$ cat src/rtl/mdio_pkg.sv
package mdio_pkg;
  localparam int unsigned PRE_BITS  = 32;
  localparam int unsigned ADDR_W    = 5;
  localparam int unsigned DATA_W    = 16;
  localparam int unsigned HDR_BITS  = PRE_BITS + 2 + 2 + 2 * ADDR_W;
  localparam int unsigned WR_SLOTS  = HDR_BITS + 2 + DATA_W;
  localparam int unsigned RD_SLOTS  = HDR_BITS + 1 + DATA_W;
  localparam int unsigned FRAME_W   = WR_SLOTS;
  localparam int unsigned SLOT_W    = $clog2(WR_SLOTS);

  typedef logic [ADDR_W-1:0]  addr_t;
  typedef logic [DATA_W-1:0]  word_t;
  typedef logic [FRAME_W-1:0] frame_t;

  localparam logic [1:0] SOF_CODE = 2'b01;
  localparam logic [1:0] OP_RD    = 2'b10;
  localparam logic [1:0] OP_WR    = 2'b01;
  localparam logic [1:0] TA_CODE  = 2'b10;

  function automatic frame_t build_frame(logic is_wr, addr_t pa, addr_t ra, word_t wd);
    return {{PRE_BITS{1'b1}}, SOF_CODE, (is_wr ? OP_WR : OP_RD), pa, ra, TA_CODE, wd};
  endfunction
endpackage

$ cat src/rtl/mdio_half_timer.sv
module mdio_half_timer #(
  parameter int unsigned HALF_CYC = 25
) (
  input  logic clk_i,
  input  logic rst_ni,
  input  logic run_i,
  input  logic clear_i,
  output logic tick_o
);
  localparam int unsigned CNT_W = (HALF_CYC > 1) ? $clog2(HALF_CYC) : 1;
  localparam logic [CNT_W-1:0] CNT_MAX = CNT_W'(HALF_CYC - 1);

  logic [CNT_W-1:0] cnt_q;

  always_ff @(posedge clk_i or negedge rst_ni) begin
    if (!rst_ni)                          cnt_q <= '0;
    else if (clear_i || !run_i)           cnt_q <= '0;
    else if (cnt_q == CNT_MAX)            cnt_q <= '0;
    else                                  cnt_q <= cnt_q + 1'b1;
  end

  assign tick_o = run_i && !clear_i && (cnt_q == CNT_MAX);

  a_r7_cnt_range: assert property (@(posedge clk_i) disable iff (!rst_ni)
    cnt_q <= CNT_MAX);
  a_r7_idle_cnt_zero: assert property (@(posedge clk_i) disable iff (!rst_ni)
    !$past(run_i) |-> cnt_q == '0);
endmodule

$ cat src/rtl/mdio_tx_shift.sv
module mdio_tx_shift #(
  parameter int unsigned W = 64
) (
  input  logic         clk_i,
  input  logic         rst_ni,
  input  logic         load_i,
  input  logic [W-1:0] frame_i,
  input  logic         shift_i,
  output logic         bit_o
);
  logic [W-1:0] sr_q;

  always_ff @(posedge clk_i or negedge rst_ni) begin
    if (!rst_ni)       sr_q <= '0;
    else if (load_i)   sr_q <= frame_i;
    else if (shift_i)  sr_q <= {sr_q[W-2:0], 1'b0};
  end

  assign bit_o = sr_q[W-1];

  a_r7_hold_no_shift: assert property (@(posedge clk_i) disable iff (!rst_ni)
    !$past(load_i) && !$past(shift_i) |-> $stable(bit_o));
endmodule

$ cat src/rtl/mdio_rx_shift.sv
module mdio_rx_shift #(
  parameter int unsigned W = 16
) (
  input  logic         clk_i,
  input  logic         rst_ni,
  input  logic         sample_i,
  input  logic         bit_i,
  output logic [W-1:0] data_o
);
  always_ff @(posedge clk_i or negedge rst_ni) begin
    if (!rst_ni)        data_o <= '0;
    else if (sample_i)  data_o <= {data_o[W-2:0], bit_i};
  end

  a_r10_keep_value: assert property (@(posedge clk_i) disable iff (!rst_ni)
    !$past(sample_i) |-> $stable(data_o));
endmodule

$ cat src/rtl/mdio_master.sv
module mdio_master
  import mdio_pkg::*;
#(
  parameter int unsigned HALF_CYC = 25
) (
  input  logic        clk_i,
  input  logic        rst_ni,
  input  logic        start_i,
  input  logic        wr_i,
  input  logic [4:0]  phy_addr_i,
  input  logic [4:0]  reg_addr_i,
  input  logic [15:0] wdata_i,
  output logic [15:0] rdata_o,
  output logic        busy_o,
  output logic        done_o,
  output logic        mdc_o,
  output logic        mdio_o,
  output logic        mdio_oe_o,
  input  logic        mdio_i
);
  localparam logic [SLOT_W-1:0] LAST_WR   = SLOT_W'(WR_SLOTS - 1);
  localparam logic [SLOT_W-1:0] LAST_RD   = SLOT_W'(RD_SLOTS - 1);
  localparam logic [SLOT_W-1:0] LAST_HDR  = SLOT_W'(HDR_BITS - 1);
  localparam logic [SLOT_W-1:0] FIRST_RX  = SLOT_W'(HDR_BITS + 1);

  logic              busy_q, is_wr_q, mdc_q, oe_q, done_q;
  logic [SLOT_W-1:0] slot_q;
  logic              accept, tick, rise, fall, at_last, shift, sample;
  logic [SLOT_W-1:0] last_slot;

  assign accept    = start_i && !busy_q;
  assign rise      = tick && !mdc_q;
  assign fall      = tick && mdc_q;
  assign last_slot = is_wr_q ? LAST_WR : LAST_RD;
  assign at_last   = (slot_q == last_slot);
  assign shift     = fall && !at_last;
  // samples are taken as MDC falls, after the PHY has had the whole pulse
  assign sample    = fall && !is_wr_q && (slot_q >= FIRST_RX);

  mdio_half_timer #(.HALF_CYC(HALF_CYC)) u_timer (
    .clk_i   (clk_i),
    .rst_ni  (rst_ni),
    .run_i   (busy_q),
    .clear_i (accept),
    .tick_o  (tick)
  );

  mdio_tx_shift #(.W(FRAME_W)) u_tx (
    .clk_i   (clk_i),
    .rst_ni  (rst_ni),
    .load_i  (accept),
    .frame_i (build_frame(wr_i, phy_addr_i, reg_addr_i, wdata_i)),
    .shift_i (shift),
    .bit_o   (mdio_o)
  );

  mdio_rx_shift #(.W(DATA_W)) u_rx (
    .clk_i    (clk_i),
    .rst_ni   (rst_ni),
    .sample_i (sample),
    .bit_i    (mdio_i),
    .data_o   (rdata_o)
  );

  always_ff @(posedge clk_i or negedge rst_ni) begin
    if (!rst_ni) begin
      busy_q  <= 1'b0;
      is_wr_q <= 1'b0;
      mdc_q   <= 1'b0;
      oe_q    <= 1'b0;
      done_q  <= 1'b0;
      slot_q  <= '0;
    end else begin
      done_q <= 1'b0;
      if (accept) begin
        busy_q  <= 1'b1;
        is_wr_q <= wr_i;
        mdc_q   <= 1'b0;
        oe_q    <= 1'b1;
        slot_q  <= '0;
      end else if (busy_q) begin
        if (rise) begin
          mdc_q <= 1'b1;
        end else if (fall) begin
          mdc_q <= 1'b0;
          if (at_last) begin
            busy_q <= 1'b0;
            oe_q   <= 1'b0;
            done_q <= 1'b1;
          end else begin
            slot_q <= slot_q + 1'b1;
            // release the line once the register address has gone out
            if (!is_wr_q && slot_q == LAST_HDR) oe_q <= 1'b0;
          end
        end
      end
    end
  end

  assign busy_o    = busy_q;
  assign done_o    = done_q;
  assign mdc_o     = mdc_q;
  assign mdio_oe_o = oe_q;

  a_r1_idle_quiet: assert property (@(posedge clk_i) disable iff (!rst_ni)
    !busy_o |-> !mdio_oe_o && !mdc_o);
  a_r7_stable_high: assert property (@(posedge clk_i) disable iff (!rst_ni)
    mdc_o && $past(mdc_o) |-> $stable(mdio_o));
  a_r8_done_once: assert property (@(posedge clk_i) disable iff (!rst_ni)
    done_o |=> !done_o);
  a_r8_done_at_end: assert property (@(posedge clk_i) disable iff (!rst_ni)
    done_o |-> !busy_o && $past(busy_o));
  a_r9_busy_needs_start: assert property (@(posedge clk_i) disable iff (!rst_ni)
    $rose(busy_o) |-> $past(start_i));
  a_r6_read_release: assert property (@(posedge clk_i) disable iff (!rst_ni)
    $fell(mdio_oe_o) && busy_o |-> !is_wr_q && !mdc_o);
endmodule

$ cat config.mk
export PLATFORM = sky130hd
export DESIGN_NAME = mdio_master
export DESIGN_NICKNAME = d
export VERILOG_FILES = /design/src/rtl/mdio_pkg.sv /design/src/rtl/mdio_half_timer.sv /design/src/rtl/mdio_tx_shift.sv /design/src/rtl/mdio_rx_shift.sv /design/src/rtl/mdio_master.sv
export SDC_FILE = /design/constraint.sdc
export NUM_CORES = 1
export LEC_CHECK = 0
export BUFFER_PORTS_ARGS = -buffer_cell sky130_fd_sc_hd__buf_2
export CORE_MARGIN = 1
export CORE_UTILIZATION = 40
export CTS_CLUSTER_DIAMETER = 120
export DETAILED_ROUTE_END_ITERATION = 12
export PLACE_DENSITY = 0.71
export SETUP_SLACK_MARGIN = 0.4
export SYNTH_ARGS = -nofsm -noshare
export SYNTH_HDL_FRONTEND = slang
export SYNTH_SLANG_ARGS = --single-unit
$ cat constraint.sdc
create_clock -name clk_i -period 2 [get_ports clk_i]
set_clock_uncertainty 0.1 [all_clocks]
set_input_delay 0.4 -clock clk_i [delete_from_list [all_inputs] [get_ports clk_i]]
set_output_delay 0.4 -clock clk_i [all_outputs]
set_load 0.005 [all_outputs]
* After elaboration in Yosys (flattened, before gate mapping)
Cells that the tools add are included.
Storage, ports and cells: bits in registers 96, input port bits 31
Cells by class: $add $sub $neg 2, magnitude comparators 1, eq/ne operators 5, multiplexer cells 31, reductions and logical operators 23
Operator list (number):
- 2-to-1 mux 64 bit | 2
- 2-to-1 mux 6 bit | 5
- 2-to-1 mux 1 bit | 21
- 2-to-1 mux 5 bit | 2
- logical AND 1 bit | 9
- AND reduction 4 bit | 2
- adder 6 x 1 -> 6 bit, second input constant | 1
- equality test 6 bit | 1
- equality test 6 bit, second input constant | 1
- greater-or-equal comparator 6 bit, second input constant | 1
- nonzero test 2 bit | 3
- nonzero test 3 bit | 2
- adder 5 x 1 -> 5 bit, second input constant | 1
- equality test 5 bit, second input constant | 1
- logical NOT 1 bit | 5
- != test 2 x 1 -> 1 bit, second input constant | 2
- 2-to-1 mux 2 bit | 1
- AND reduction 2 bit | 1
- logical OR 1 bit | 1

* Longest topological paths before layout
depth in word-level cells 10, mapped depth 8

* Modules after synthesis
Synthesis repeated with hierarchy kept, for this count alone.
Second synthesis, totals: cell total of the unflattened synthesis 397, area total of the unflattened synthesis 4513.1 µm²
Modules (own cells, without submodules):
- mdio_tx_shift | times used 1, cells an instance 277, area each 2996.6 µm²
- mdio_rx_shift | times used 1, cells an instance 34, area each 649.4 µm²
- mdio_master | times used 1, cells an instance 64, area each 621.8 µm²
- mdio_half_timer | times used 1, cells an instance 22, area each 245.2 µm²

* Worst setup path before layout
OpenSTA, ideal clock, no wires.
kind register to register, start register u_timer.cnt_q[0], end register u_rx.data_o[10], data arrival time 1.881 ns, data required time 1.775 ns, setup slack -0.106 ns, cell stages (with the launch flop) 8, path buffers 1, period minus slack after synthesis 2.106 ns, cells stage by stage dfrtp_1 inv_1 ha_1 and4b_1 nand2_2 nor4b_4 buf_6 mux2_2
Between the ends: longest elaborated chain between the ends 5
Ends and longest elaborated chain:
- start: declaration | line mdio_half_timer.sv:13 | logic [CNT_W-1:0] cnt_q;
- start signal: assignment | line mdio_half_timer.sv:19 | else cnt_q <= cnt_q + 1'b1;
- equality test 5 bit | line mdio_half_timer.sv:22 | assign tick_o = run_i && !clear_i && (cnt_q == CNT_MAX);
- logical AND 1 bit | line mdio_half_timer.sv:22
- logical AND 1 bit | line mdio_master.sv:33 | assign fall = tick && mdc_q;
- logical AND 1 bit (2 in a row) | line mdio_master.sv:38 | assign sample = fall && !is_wr_q && (slot_q >= FIRST_RX);
- end signal: assignment | line mdio_rx_shift.sv:12 | else if (sample_i) data_o <= {data_o[W-2:0], bit_i};
- end: declaration | line mdio_rx_shift.sv:8 | output logic [W-1:0] data_o
Every way passes these cells. A chain may end at the register's enable or synchronous reset.

* Worst setup path after layout
start register u_timer.cnt_q[1], end register u_tx.sr_q[30]
Between the ends: longest elaborated chain between the ends 5
Ends and longest elaborated chain:
- equality test 5 bit | line mdio_half_timer.sv:22
- logical AND 1 bit | line mdio_half_timer.sv:22
- logical AND 1 bit | line mdio_master.sv:33
- logical AND 1 bit | line mdio_master.sv:36 | assign shift = fall && !at_last;
- nonzero test 2 bit (no line)
- end signal: assignment | line mdio_tx_shift.sv:15 | else if (load_i) sr_q <= frame_i;
- end signal: assignment | line mdio_tx_shift.sv:16 | else if (shift_i) sr_q <= {sr_q[W-2:0], 1'b0};
- end: declaration | line mdio_tx_shift.sv:11 | logic [W-1:0] sr_q;
Every way passes these cells.

==> key figures <==
Drt
  – Post-Route WL: 10.7 mm
  – Vias: 3397
  – Wire length per cell: 16.5 um
  – DRC: 0
  – Antenna violation net count after detailed routing: 0
  – Vias per cell: 5.25
  – DRT Pass-1 Iters: 4
  – Iter 0 DRT Violations: 114

STA
  – Tmin final: 2.12 ns
  – Slew Limit Headroom: 65.1%
  – Worst Tran Pin Value: 0.522 ns
  – Max Clock Freq: 471 MHz
  – Final period util: 106%
  – Fin. Hold Viols: 0
  – Setup WS post-layout: -0.124 ns
  – RSZ-0062 raised after global routing: yes
  – Final setup vio count: 78
  – Min Hold Slack: 0.142 ns
  – Slew Viols, Final: 0

Worst setup path
  – Worst setup EP type: flop
  – Critical Path Stages: 11
  – Startpoint types: flop
  – Critical path start-end classification: reg -> reg
  – R2R depth: 11
  – R2R Setup Slk: -0.12 ns
  – Worst R2R End: u_tx.sr_q[30]
  – R2R Path Start: u_timer.cnt_q[1]
  – CP cell instances: inv_1 > ha_2 > and4b_1 > buf_4 > buf_6 > o311ai_4 > buf_6 > buf_12 > buf_16 > nor2_2 > nor2_1
  – Crit-path max FO: 6
  – Most common cell on crit path: buf_6
  – Largest delay share family, worst path: buffers and inverters
  – Slowest cell on crit path: dfrtp_1
  – CP arrival: 2.29 ns
  – Buf/Inv on CP: 6
  – Max incr delay on CP: 0.40 ns
  – Data required time of the critical path: 2.17 ns

Synthesis
  – EDFF count, synth: 0
  – Main combinational cell family by area after synthesis: simple AND/OR/NAND/NOR gates
  – Ys async rst share: 100%
  – Fraction of the mapped netlist area in simple logic gates: 21.2%
  – Synth Area in Adders: 1.23%
  – Syn Std Cell Area: 4080 um2
  – Mapped Avg Cell Area: 9.67 um2
  – Mapped Cells: 422
  – Compound-Gate Fraction of Synth Area: 9.08%
  – Number of synthesized register bits: 96
  – Ys Warns: 0
  – Seq/Total Area, Yosys: 58.9%
  – Yosys cell types: 36
  – Xor/xnor share of the synthesized area: 0.859%
  – Synth Net Count: 457
  – Mux contribution to synthesized area: 5.43%
  – Top FF cell, synth: dfrtp_1

Run status
  – Failing checks: setup timing
  – Status: finished with violations

Die
  – Initial Util: 41.5%
  – I/O pins: 52
  – Die Span X: 103 um
  – Core Area: 9820 um2
  – Die ar.: 10600 um2
  – Die H: 103 um
  – FP Rows: 36

Global routing
  – Initial antenna violation count: 0
  – Largest net degree at the start of global routing: 39
  – Overall Global Routing Usage: 20.4%
  – Vias in the first global route: 3396
  – Grt ovf: 0
  – First-pass GRT wire length: 16.3 mm

Pwr
  – Switching Power: 2.29 mW
  – Cell internal pwr: 4.15 mW
  – Peak supply drop: 669 uV
  – PwrDens: 1100 nW/um2
  – Switch share: 35.6%
  – Clock Power Share: 20.5%
  – P_leak: 2.61 nW
  – Register share of total power: 50.8%
  – Comb power frac: 28.8%

Finish
  – Most common cell after layout, fill and taps aside: dfrtp_1
  – Share of cells above drive strength 1: 41.2%
  – Fin nets: 544
  – Antenna cell count: 0
  – Area growth from synthesis to layout: 43.3%
  – Most frequent cells in the layout: dfrtp_1 (95), nor2_1 (88), buf_2 (51), nand2_1 (41), a21oi_1 (34)

Clock network
  – Clock root cell: clkbuf_8
  – CTS clk-pin slew, worst paths: 0.10 ns
  – Total CTS buffers: 9
  – TritonCTS clock tree: built
  – CTS H-tree lvls: 3
  – Max clock buf depth: 2
  – Clock Latency Late Sink: 0.38 ns
  – CTS Sinks: 96

Place
  – IO Port Bufs: 51
  – Placer's final routability congestion estimate: 0.809
  – Dpl hpwl: 5.21 mm
  – Pre-CTS setup slack: -0.0156 ns

Worst hold path
  – HP Start: wdata_i[0]
  – Hold Path Stages: 3
  – Worst hold path class: in -> reg
  – Hold path endpoint: u_tx.sr_q[0]

Flow run
  – Max Cap Viol: 0
## cell type report
class | instances | area (um2)
tap | 133 | 166
multi-input combinational | 296 | 2010
clock buffer | 9 | 124
fill | 794 | 3980
timing repair buffer | 102 | 1040
clock inverter | 7 | 81.3
inverter | 4 | 15.0
sequential | 96 | 2400
## power by group through the flow
stage	Clock (mW)	Sequential [mW]	Combinational [mW]
final	1.32	3.27	1.85
after global routing	1.44	3.35	2.06
after CTS	1.33	3.18	1.64
after detailed placement	0	3.14	1.26
after global placement	0	3.11	1.19
after floorplan	0	3.03	0.948
## sequential cells by signal (all words and copies together) (netlist names)
| register | flops |
|---|---|
| u_tx.sr_q | 64 |
| u_rx.data_o | 16 |
| slot_q | 6 |
| u_timer.cnt_q | 5 |
| busy_o | 1 |
| done_o | 1 |
| is_wr_q | 1 |
| mdc_o | 1 |
| mdio_oe_o | 1 |
## through the flow
stage,power [mW],cell area [um2],cells,setup TNS (ns),util [%]
final,6.44,5840,647,-3.56,59.5
after global routing,6.85,5840,647,-8.61,59.5
after CTS,6.15,5490,638,0,55.9
after detailed placement,4.41,4610,598,-0.0622,47.0
after global placement,4.30,4610,598,0,47.0
after floorplan,3.98,4140,422,-1.06,-
## worst max-delay path by stage
stage / endpoint / startpoint
after global routing: u_tx.sr_q[30] / u_timer.cnt_q[1]
after global placement: u_rx.data_o[0] / u_timer.cnt_q[1]
after CTS: u_rx.data_o[11] / u_timer.cnt_q[1]
after detailed placement: u_rx.data_o[1] / u_timer.cnt_q[1]
final: u_tx.sr_q[30] / u_timer.cnt_q[1]
after floorplan: u_rx.data_o[10] / u_timer.cnt_q[0]
## what timing repair did
action                                 4_1_cts  5_1_grt
setup buffers                               14        4
gates resized for setup                     69       61
endpoints found under the hold margin       29        0
pin swaps                                   24       31
setup endpoints to repair                   88       89
cloned                                       9        5
hold buffers                                 1        0
## synth_stat cells (3+ instances only)
library cell / n / area share (%)
ha_1: 4 / 1.2
clkbuf_1: 14 / 1.3
o21ai_0: 5 / 0.61
dfrtp_1: 96 / 59
mux2i_1: 3 / 0.74
buf_2: 8 / 0.98
inv_1: 4 / 0.37
nor3_1: 33 / 4.0
nor2_1: 100 / 9.2
a21oi_1: 58 / 7.1
nand2_1: 44 / 4.0
nand3_1: 6 / 0.74
mux2_2: 17 / 4.7
## per-layer routing
| layer | vias up | global-route usage, % | routed length, um |
|---|---|---|---|
| li1 | 1594 | - | - |
| met1 | 1687 | 24.9 | 4540 |
| met2 | 89 | 34.1 | 5420 |
| met3 | 27 | 4.61 | 416 |
| met4 | 0 | 9.97 | 318 |
| met5 | - | 0 | 0 |
## logic make-up (layout without fill, tap and decap cells)
| family | Yosys count | count (layout) |
|---|---|---|
| flops | 96 | 96 |
| fa+ha+maj | 4 | 4 |
| mux | 20 | 20 |
| compound gates | 69 | 69 |
| buf+inv | 30 | 122 |
| xor+xnor | 4 | 4 |
| simple gates | 199 | 199 |
## worst reg2reg max path, stage by stage (launching register included)
cell,delay (ns)
dfrtp_1,0.40
inv_1,0.06
ha_2,0.18
and4b_1,0.25
buf_4,0.13
buf_6,0.10
o311ai_4,0.16
buf_6,0.21
buf_12,0.13
buf_16,0.14
nor2_2,0.10
nor2_1,0.06
Power figures use the tool's default switching activity.
